[config.mk]
export PLATFORM = sky130hd
export DESIGN_NAME = edge_capture_unit
export DESIGN_NICKNAME = d
export VERILOG_FILES = /design/src/rtl/ecu_pkg.sv /design/src/rtl/ecu_pin_sync.sv /design/src/rtl/ecu_free_counter.sv /design/src/rtl/ecu_channel.sv /design/src/rtl/edge_capture_unit.sv
export SDC_FILE = /design/constraint.sdc
export NUM_CORES = 1
export LEC_CHECK = 0
export BUFFER_PORTS_ARGS = -buffer_cell sky130_fd_sc_hd__buf_2
export CAP_MARGIN = 20
export CORE_UTILIZATION = 50
export DETAILED_ROUTE_END_ITERATION = 10
export GPL_TIMING_DRIVEN = 0
export PLACE_DENSITY = 0.71
export SKIP_CTS_REPAIR_TIMING = 1
export SKIP_LAST_GASP = 1
export SYNTH_ARGS = -nofsm -noshare
export SYNTH_HDL_FRONTEND = slang
export SYNTH_SLANG_ARGS = --single-unit
[constraint.sdc]
create_clock -name clk -period 3.6 [get_ports clk]
set_input_delay 0.54 -clock clk [delete_from_list [all_inputs] [get_ports clk]]
set_output_delay 0.54 -clock clk [all_outputs]
set_load 0.03 [all_outputs]
[src/rtl/ecu_pkg.sv]
package ecu_pkg;

    localparam int NUM_CH  = 4;
    localparam int MODE_W  = 2;
    localparam int CTRL_W  = NUM_CH * MODE_W;

    localparam int ADDR_CTRL = 0;
    localparam int ADDR_FLAG = 1;
    localparam int ADDR_CAP0 = 2;

    typedef enum logic [MODE_W-1:0] {
        EDGE_OFF  = 2'b00,
        EDGE_RISE = 2'b01,
        EDGE_FALL = 2'b10,
        EDGE_ANY  = 2'b11
    } edge_mode_e;

    typedef struct packed {
        logic rise;
        logic fall;
    } edge_ev_t;

    function automatic logic mode_hit(edge_mode_e m, edge_ev_t ev);
        logic hit;
        case (m)
            EDGE_RISE: hit = ev.rise;
            EDGE_FALL: hit = ev.fall;
            EDGE_ANY:  hit = ev.rise | ev.fall;
            default:   hit = 1'b0;
        endcase
        return hit;
    endfunction

endpackage

[src/rtl/ecu_pin_sync.sv]
module ecu_pin_sync
    import ecu_pkg::*;
#(
    parameter int STAGES = 2
) (
    input  logic     clk,
    input  logic     rst,
    input  logic     pin,
    output edge_ev_t ev
);

    logic [STAGES-1:0] chain_q;
    logic              prev_q;

    always_ff @(posedge clk) begin
        if (rst) begin
            chain_q <= '0;
            prev_q  <= 1'b0;
        end else begin
            chain_q <= {chain_q[STAGES-2:0], pin};
            prev_q  <= chain_q[STAGES-1];
        end
    end

    always_comb begin
        ev.rise = chain_q[STAGES-1] & ~prev_q;
        ev.fall = ~chain_q[STAGES-1] & prev_q;
    end

endmodule

[src/rtl/ecu_free_counter.sv]
module ecu_free_counter #(
    parameter int CNT_W = 16
) (
    input  logic             clk,
    input  logic             rst,
    input  logic             en,
    output logic [CNT_W-1:0] cnt
);

    always_ff @(posedge clk) begin
        if (rst)     cnt <= '0;
        else if (en) cnt <= cnt + 1'b1;
    end


    cnt_step_chk: assert property (@(posedge clk) disable iff (rst)
        en |=> cnt == CNT_W'($past(cnt) + 1'b1));


    cnt_hold_chk: assert property (@(posedge clk) disable iff (rst)
        !en |=> $stable(cnt));

endmodule

[src/rtl/ecu_channel.sv]
module ecu_channel
    import ecu_pkg::*;
#(
    parameter int CNT_W = 16
) (
    input  logic             clk,
    input  logic             rst,
    input  edge_mode_e       mode,
    input  edge_ev_t         ev,
    input  logic [CNT_W-1:0] cnt,
    input  logic             clr,
    output logic [CNT_W-1:0] cap_val,
    output logic             flag
);

    logic fire;

    always_comb fire = mode_hit(mode, ev);

    always_ff @(posedge clk) begin
        if (rst) begin
            cap_val <= '0;
            flag    <= 1'b0;
        end else begin
            if (fire) cap_val <= cnt;
            flag <= fire | (flag & ~clr);
        end
    end


    cap_value_chk: assert property (@(posedge clk) disable iff (rst)
        fire |=> cap_val == $past(cnt));


    no_cap_off_chk: assert property (@(posedge clk) disable iff (rst)
        (mode == EDGE_OFF) |=> $stable(cap_val));


    flag_set_chk: assert property (@(posedge clk) disable iff (rst)
        fire |=> flag);


    flag_sticky_chk: assert property (@(posedge clk) disable iff (rst)
        (flag && !clr) |=> flag);

endmodule

[src/rtl/edge_capture_unit.sv]
module edge_capture_unit
    import ecu_pkg::*;
#(
    parameter int CNT_W       = 16,
    parameter int SYNC_STAGES = 2,
    parameter int ADDR_W      = 3
) (
    input  logic              clk,
    input  logic              rst,
    input  logic              standby,
    input  logic              count_en,
    input  logic [NUM_CH-1:0] cap_pin,
    input  logic [ADDR_W-1:0] bus_addr,
    input  logic              bus_wen,
    input  logic [CTRL_W-1:0] bus_wdata,
    output logic [CNT_W-1:0]  bus_rdata,
    output logic [NUM_CH-1:0] cap_flag
);

    logic [CTRL_W-1:0] ctrl_q;
    logic [CNT_W-1:0]  cnt;
    logic [CNT_W-1:0]  cap_vals [NUM_CH];
    logic [NUM_CH-1:0] clr_vec;
    logic              wr_ctrl;

    always_comb begin
        wr_ctrl = bus_wen && (bus_addr == ADDR_W'(ADDR_CTRL));
        clr_vec = (bus_wen && (bus_addr == ADDR_W'(ADDR_FLAG)))
                  ? bus_wdata[NUM_CH-1:0] : '0;
    end

    always_ff @(posedge clk) begin
        if (rst)          ctrl_q <= '0;
        else if (standby) ctrl_q <= '0;
        else if (wr_ctrl) ctrl_q <= bus_wdata;
    end

    ecu_free_counter #(.CNT_W(CNT_W)) u_counter (
        .clk (clk),
        .rst (rst),
        .en  (count_en),
        .cnt (cnt)
    );

    for (genvar c = 0; c < NUM_CH; c++) begin : g_ch
        edge_ev_t ev;

        ecu_pin_sync #(.STAGES(SYNC_STAGES)) u_sync (
            .clk (clk),
            .rst (rst),
            .pin (cap_pin[c]),
            .ev  (ev)
        );

        ecu_channel #(.CNT_W(CNT_W)) u_chan (
            .clk     (clk),
            .rst     (rst),
            .mode    (edge_mode_e'(ctrl_q[c*MODE_W +: MODE_W])),
            .ev      (ev),
            .cnt     (cnt),
            .clr     (clr_vec[c]),
            .cap_val (cap_vals[c]),
            .flag    (cap_flag[c])
        );
    end

    always_comb begin
        bus_rdata = '0;
        if (bus_addr == ADDR_W'(ADDR_CTRL)) bus_rdata = CNT_W'(ctrl_q);
        if (bus_addr == ADDR_W'(ADDR_FLAG)) bus_rdata = CNT_W'(cap_flag);
        for (int i = 0; i < NUM_CH; i++) begin
            if (bus_addr == ADDR_W'(ADDR_CAP0 + i)) bus_rdata = cap_vals[i];
        end
    end


    standby_clr_chk: assert property (@(posedge clk) disable iff (rst)
        standby |=> ctrl_q == '0);


    ctrl_write_chk: assert property (@(posedge clk) disable iff (rst)
        (wr_ctrl && !standby) |=> ctrl_q == $past(bus_wdata));


    reset_state_chk: assert property (@(posedge clk)
        $past(rst) |-> (ctrl_q == '0 && cap_flag == '0));

endmodule

# Word-level counts from Yosys, hierarchy flattened

Cells that the tools add are included.

Output and inout port bits: 20
Bits in registers: 104
Bits of input ports: 20

Reductions and logical operators: 4
$add $sub $neg: 1
Mux-type cells: 11
Equality and inequality tests: 17
Bitwise logic cells: 32

Operators by type and width:

| cell                  | count |
|---|---|
| $mux 16               | 5 |
| $add 16x1->16 const B | 1 |
| $eq 2x2->1 const B    | 8 |
| $and 1x1->1           | 12 |
| $not 1->1             | 12 |
| $pmux 1 s3            | 4 |
| $eq 2x1->1 const B    | 4 |
| $mux 8                | 1 |
| $or 1x1->1            | 8 |
| $eq 3x2->1 const B    | 2 |
| $eq 3x3->1 const B    | 2 |
| $mux 4                | 1 |
| $eq 3x1->1 const B    | 1 |
| $logic_not 3->1       | 1 |
| $logic_and 1x1->1     | 2 |
| $reduce_or 2->1       | 1 |

# Depth between registers and ports, before layout

Word-level depth: 7
Gate-level depth with buffers: 7

# Hierarchy

Synthesis repeated with hierarchy kept, for this count alone.

Cell total of the unflattened synthesis: 523
Area, all modules: 5143.7 sq um

Modules (own cells, without submodules):

| module            | times used | area an instance (sq um) | cells each |
|---|---|---|---|
| ecu_channel       | 4          | 767.0                    | 73 |
| edge_capture_unit | 1          | 953.4                    | 116 |
| ecu_free_counter  | 1          | 757.0                    | 83 |
| ecu_pin_sync      | 4          | 91.3                     | 8 |

# Worst setup path before layout

No wires, ideal clock.

Kind: input to output
From: input bus_addr[0]
To: output bus_rdata[10]
Path slack: 1.455 ns
Path buffers: 3
Data arrival time: 1.605 ns
Cell stages on the path: 5
Data required time: 3.060 ns
Path through: buf_4 -> buf_6 -> buf_6 -> mux2i_1 -> o22ai_1

Cells in the longest elaborated chain, start to end: 5
Elaborated cells between the ends (all ways): 8

RTL lines:

| what                 | RTL line                | source |
|---|---|---|
| start: declaration   | edge_capture_unit.sv:13 | `input logic [ADDR_W-1:0] bus_addr,` |
| $eq 3x2->1           | edge_capture_unit.sv:72 | `if (bus_addr == ADDR_W'(ADDR_CAP0 + i)) bus_rdata = cap_vals[i];` |
| $mux 16 (3 in a row) | edge_capture_unit.sv:72 |  |
| $mux 16 *            | edge_capture_unit.sv:72 |  |
| end: declaration     | edge_capture_unit.sv:16 | `output logic [CNT_W-1:0] bus_rdata,` |

Mark *: on every way between the ends. The rest lies on a longest branch, timed or not.

# Final worst setup path

From: input bus_addr[1]
To: output bus_rdata[4]

Cells in the longest elaborated chain, start to end: 7
Elaborated cells between the ends (all ways): 12

RTL lines:

| what                 | RTL line                | source |
|---|---|---|
| $logic_not 3->1      | edge_capture_unit.sv:69 | `if (bus_addr == ADDR_W'(ADDR_CTRL)) bus_rdata = CNT_W'(ctrl_q);` |
| $mux 8               | edge_capture_unit.sv:69 |  |
| $mux 16              | edge_capture_unit.sv:70 | `if (bus_addr == ADDR_W'(ADDR_FLAG)) bus_rdata = CNT_W'(cap_flag);` |
| $mux 16 (3 in a row) | edge_capture_unit.sv:72 |  |
| $mux 16 *            | edge_capture_unit.sv:72 |  |

Marked as above.

==> results.md <==
* Status: completed
* Int Pwr at 1540 uW
* R2R depth at 6
* First-pass GRT wire length at 18,200 um
* Leak at 0.00231 uW
* Antenna Nets Post-Route at 0
* Routed WL at 11,400 um
* H-tree depth at 3
* Largest net degree at the start of global routing at 20
* Core area at 0.00928 mm^2
* Synthesized Nets at 524
* Top FF cell, synth: dfxtp_1
* Rel. slew slack at 53.6%
* Post-synth top area share at 43.0%
* Yosys reg bits at 104
* Via density at 5.43
* Final critical-path share of the clock period at 68.6%
* Hold path cells at 2
* Final net count at 573
* PwrDens at 379 mW/mm^2
* Vias in the first global route at 3,517
* Pins Over Slew Limit at 0
* Total GRT Usage at 24.0%
* Area contributors post-synth: dfxtp_1, mux2i_1, nand2b_1, nand2_1, nand3b_1
* Syn_area_per_cell at 9.77 um^2
* CTS buffer count at 9
* Worst slew pin tran at 696 ps
* Worst r2r src: g_ch[0].u_sync.prev_q
* Max VDD drop at 0.216 mV
* Synth unique cells at 43
* Rows at 35
* CP Class: in2out
* Worst Hold End: g_ch[0].u_sync.chain_q[0]
* Comb pwr share at 6.0%
* CP endpoint kind: primary output
* Final setup violating endpoints at 0
* CP Launch Type: input port
* WL per Instance at 16.8 um
* CTS root buffer: clkbuf_8
* Share of cells above drive strength 1 at 16.4%
* RSZ-0062 raised after global routing: no
* Warnings from Yosys at 0
* Max cap viols at 0
* Maximum fanout along the worst path at 10
* Die X at 100 um
* Iter 0 DRT Violations at 158
* Pre-antenna DRT Iters at 5
* Met1 usage at 32.7%
* Final non-filler cell total at 678
* Initial antenna violation count at 0
* Clock power share at 37.1%
* Flop pwr share at 56.9%
* EDFF count, synth at 0
* Cell Count Post-Placement at 662
* Final RePlAce weighted congestion at 0.792
* Die Span Y at 100 um
* Global routing's busiest layer: met2
* Fin. Hold Viols at 0
* WP data required at 3060 ps
* # IOs at 40
* Seq/Total Area, Yosys at 43.0%
* Post-synth top area cell: dfxtp_1
* Worst-path clk slew at 110 ps
* Hold Crit Class: in2reg
* Fillers at 835
* Drt drc at 0
* CP arrival at 1930 ps
* Initial cell density of the core at 52.1%
* Clock Sinks at 104
* Die area at 0.0101 mm^2
* Via Count at 3,680
* CTS tree: built
* Min Clock Period, post-route at 2470 ps
* Clk Latency, worst-skew pair at 370 ps
* Final setup TNS at 0 ps
* N_diodes at 0
* Worst r2r dst: g_ch[0].u_chan.cap_val[13]
* Flop2flop setup slack at 1850 ps
* I/O Buffers at 38
* Total gr overflow at 0
* Final Skew at 14.5 ps
* Met2 Use GR at 38.8%
* Fmax at 405 MHz
* Met3 Use GR at 4.74%
* Mapped cell area at 0.00484 mm^2
* Area growth, synth to finish at 11.7%
* Syn Inst Count at 495
* Net Sw Frac at 24.6%
* Asr flop ratio synth at 0%
* Hold Startpoint: cap_pin[0]
* DPL Wire Length at 8130 um
* Clk buf depth at 2
* Switching power at 503 uW
-- cells in the mapped netlist (2+ instances only) --
master,n
a22oi_1,5
inv_1,15
a21oi_4,3
xor2_1,4
nor2_1,23
mux2i_1,77
buf_6,3
dfxtp_1,104
nand4_2,2
buf_8,2
or3_1,2
nand2b_1,66
buf_1,2
nand2_1,40
nor3_1,4
nor4_1,4
ha_1,9
nand3_1,3
o21ai_0,23
mux2_2,6
o21ai_1,2
nor2b_1,8
buf_4,6
o22ai_1,14
a21oi_1,14
clkbuf_1,11
nand3b_1,17
xnor2_1,3
nand4_1,3
buf_2,7
-- sequential cells by signal (all words and copies together) (netlist names) --
signal               flops
ctrl_q                   8
g_ch.u_chan.cap_val     64
g_ch.u_chan.flag         4
g_ch.u_sync.chain_q      8
g_ch.u_sync.prev_q       4
u_counter.cnt           16
-- worst max-delay path by stage --
stage	slack, ps	start	end	depth (start not counted)
after floorplan	1460	bus_addr[0]	bus_rdata[10]	5
after global placement	1160	bus_addr[1]	bus_rdata[4]	5
after detailed placement	1150	bus_addr[1]	bus_rdata[4]	5
after CTS	1150	bus_addr[1]	bus_rdata[4]	5
after global routing	1070	bus_addr[1]	bus_rdata[6]	5
final	1130	bus_addr[1]	bus_rdata[4]	5
-- layout by cell type (no fill, tap or decap), types with 11 or more instances in the layout --
cell / n
nand2b_1: 66
a21oi_1: 14
nand2_1: 40
nand3b_1: 17
clkbuf_1: 11
nor2_1: 23
buf_2: 45
dfxtp_1: 104
inv_1: 15
o22ai_1: 14
o21ai_0: 23
mux2i_1: 77
-- routing by layer --
layer	share of wire (%)	vias to the layer above
met5	0	-
met4	1.6	0
met3	4.3	15
met2	46	93
met1	48	1772
li1	-	1800
-- through the flow --
step	hold WS [ps]	worst slack [ps]	power (uW)	utilization, %	area (um^2)
2_1_floorplan	414	1460	1270	-	4840
3_3_place_gp	417	1160	1310	55.9	5190
3_5_place_dp	435	1150	1320	55.9	5190
4_1_cts	377	1150	2060	58.2	5400
5_1_grt	374	1070	2120	58.2	5400
6_report	381	1130	2050	58.2	5400
-- area by class of cell --
type | count | area [um^2] | share of cell area (%)
Inverter | 15 | 56.3 | 1.04
Sequential cell | 104 | 2080 | 38.5
Clock inverter | 7 | 88.8 | 1.64
Buffer | 32 | 213 | 3.94
Multi-Input combinational cell | 344 | 2490 | 46.0
Timing Repair Buffer | 38 | 190 | 3.52
Clock buffer | 9 | 124 | 2.29
Tap cell | 129 | 161 | 2.99
-- cells by family (layout without fill, tap and decap cells) --
group	count (synthesis)	after routing	synth area share [%]
fa+ha+maj	9	9	2.33
xor+xnor	7	7	1.27
compound gates	64	64	8.46
flops	104	104	43.0
buf+inv	47	101	5.56
simple gates	179	179	21.0
mux	85	85	18.3
-- power by group through the flow --
stage | Combinational [uW] | Clock [uW] | Sequential (uW)
after floorplan | 80.7 | 0 | 1190
after global placement | 120 | 0 | 1190
after detailed placement | 123 | 0 | 1190
after CTS | 124 | 772 | 1170
after global routing | 133 | 816 | 1170
final | 124 | 759 | 1170
-- worst max-delay path, cell delays in order --
cell,delay [ps]
buf_2,150
nand2b_1,340
clkbuf_1,490
o22ai_1,170
buf_2,220
Power figures use the tool's default switching activity.
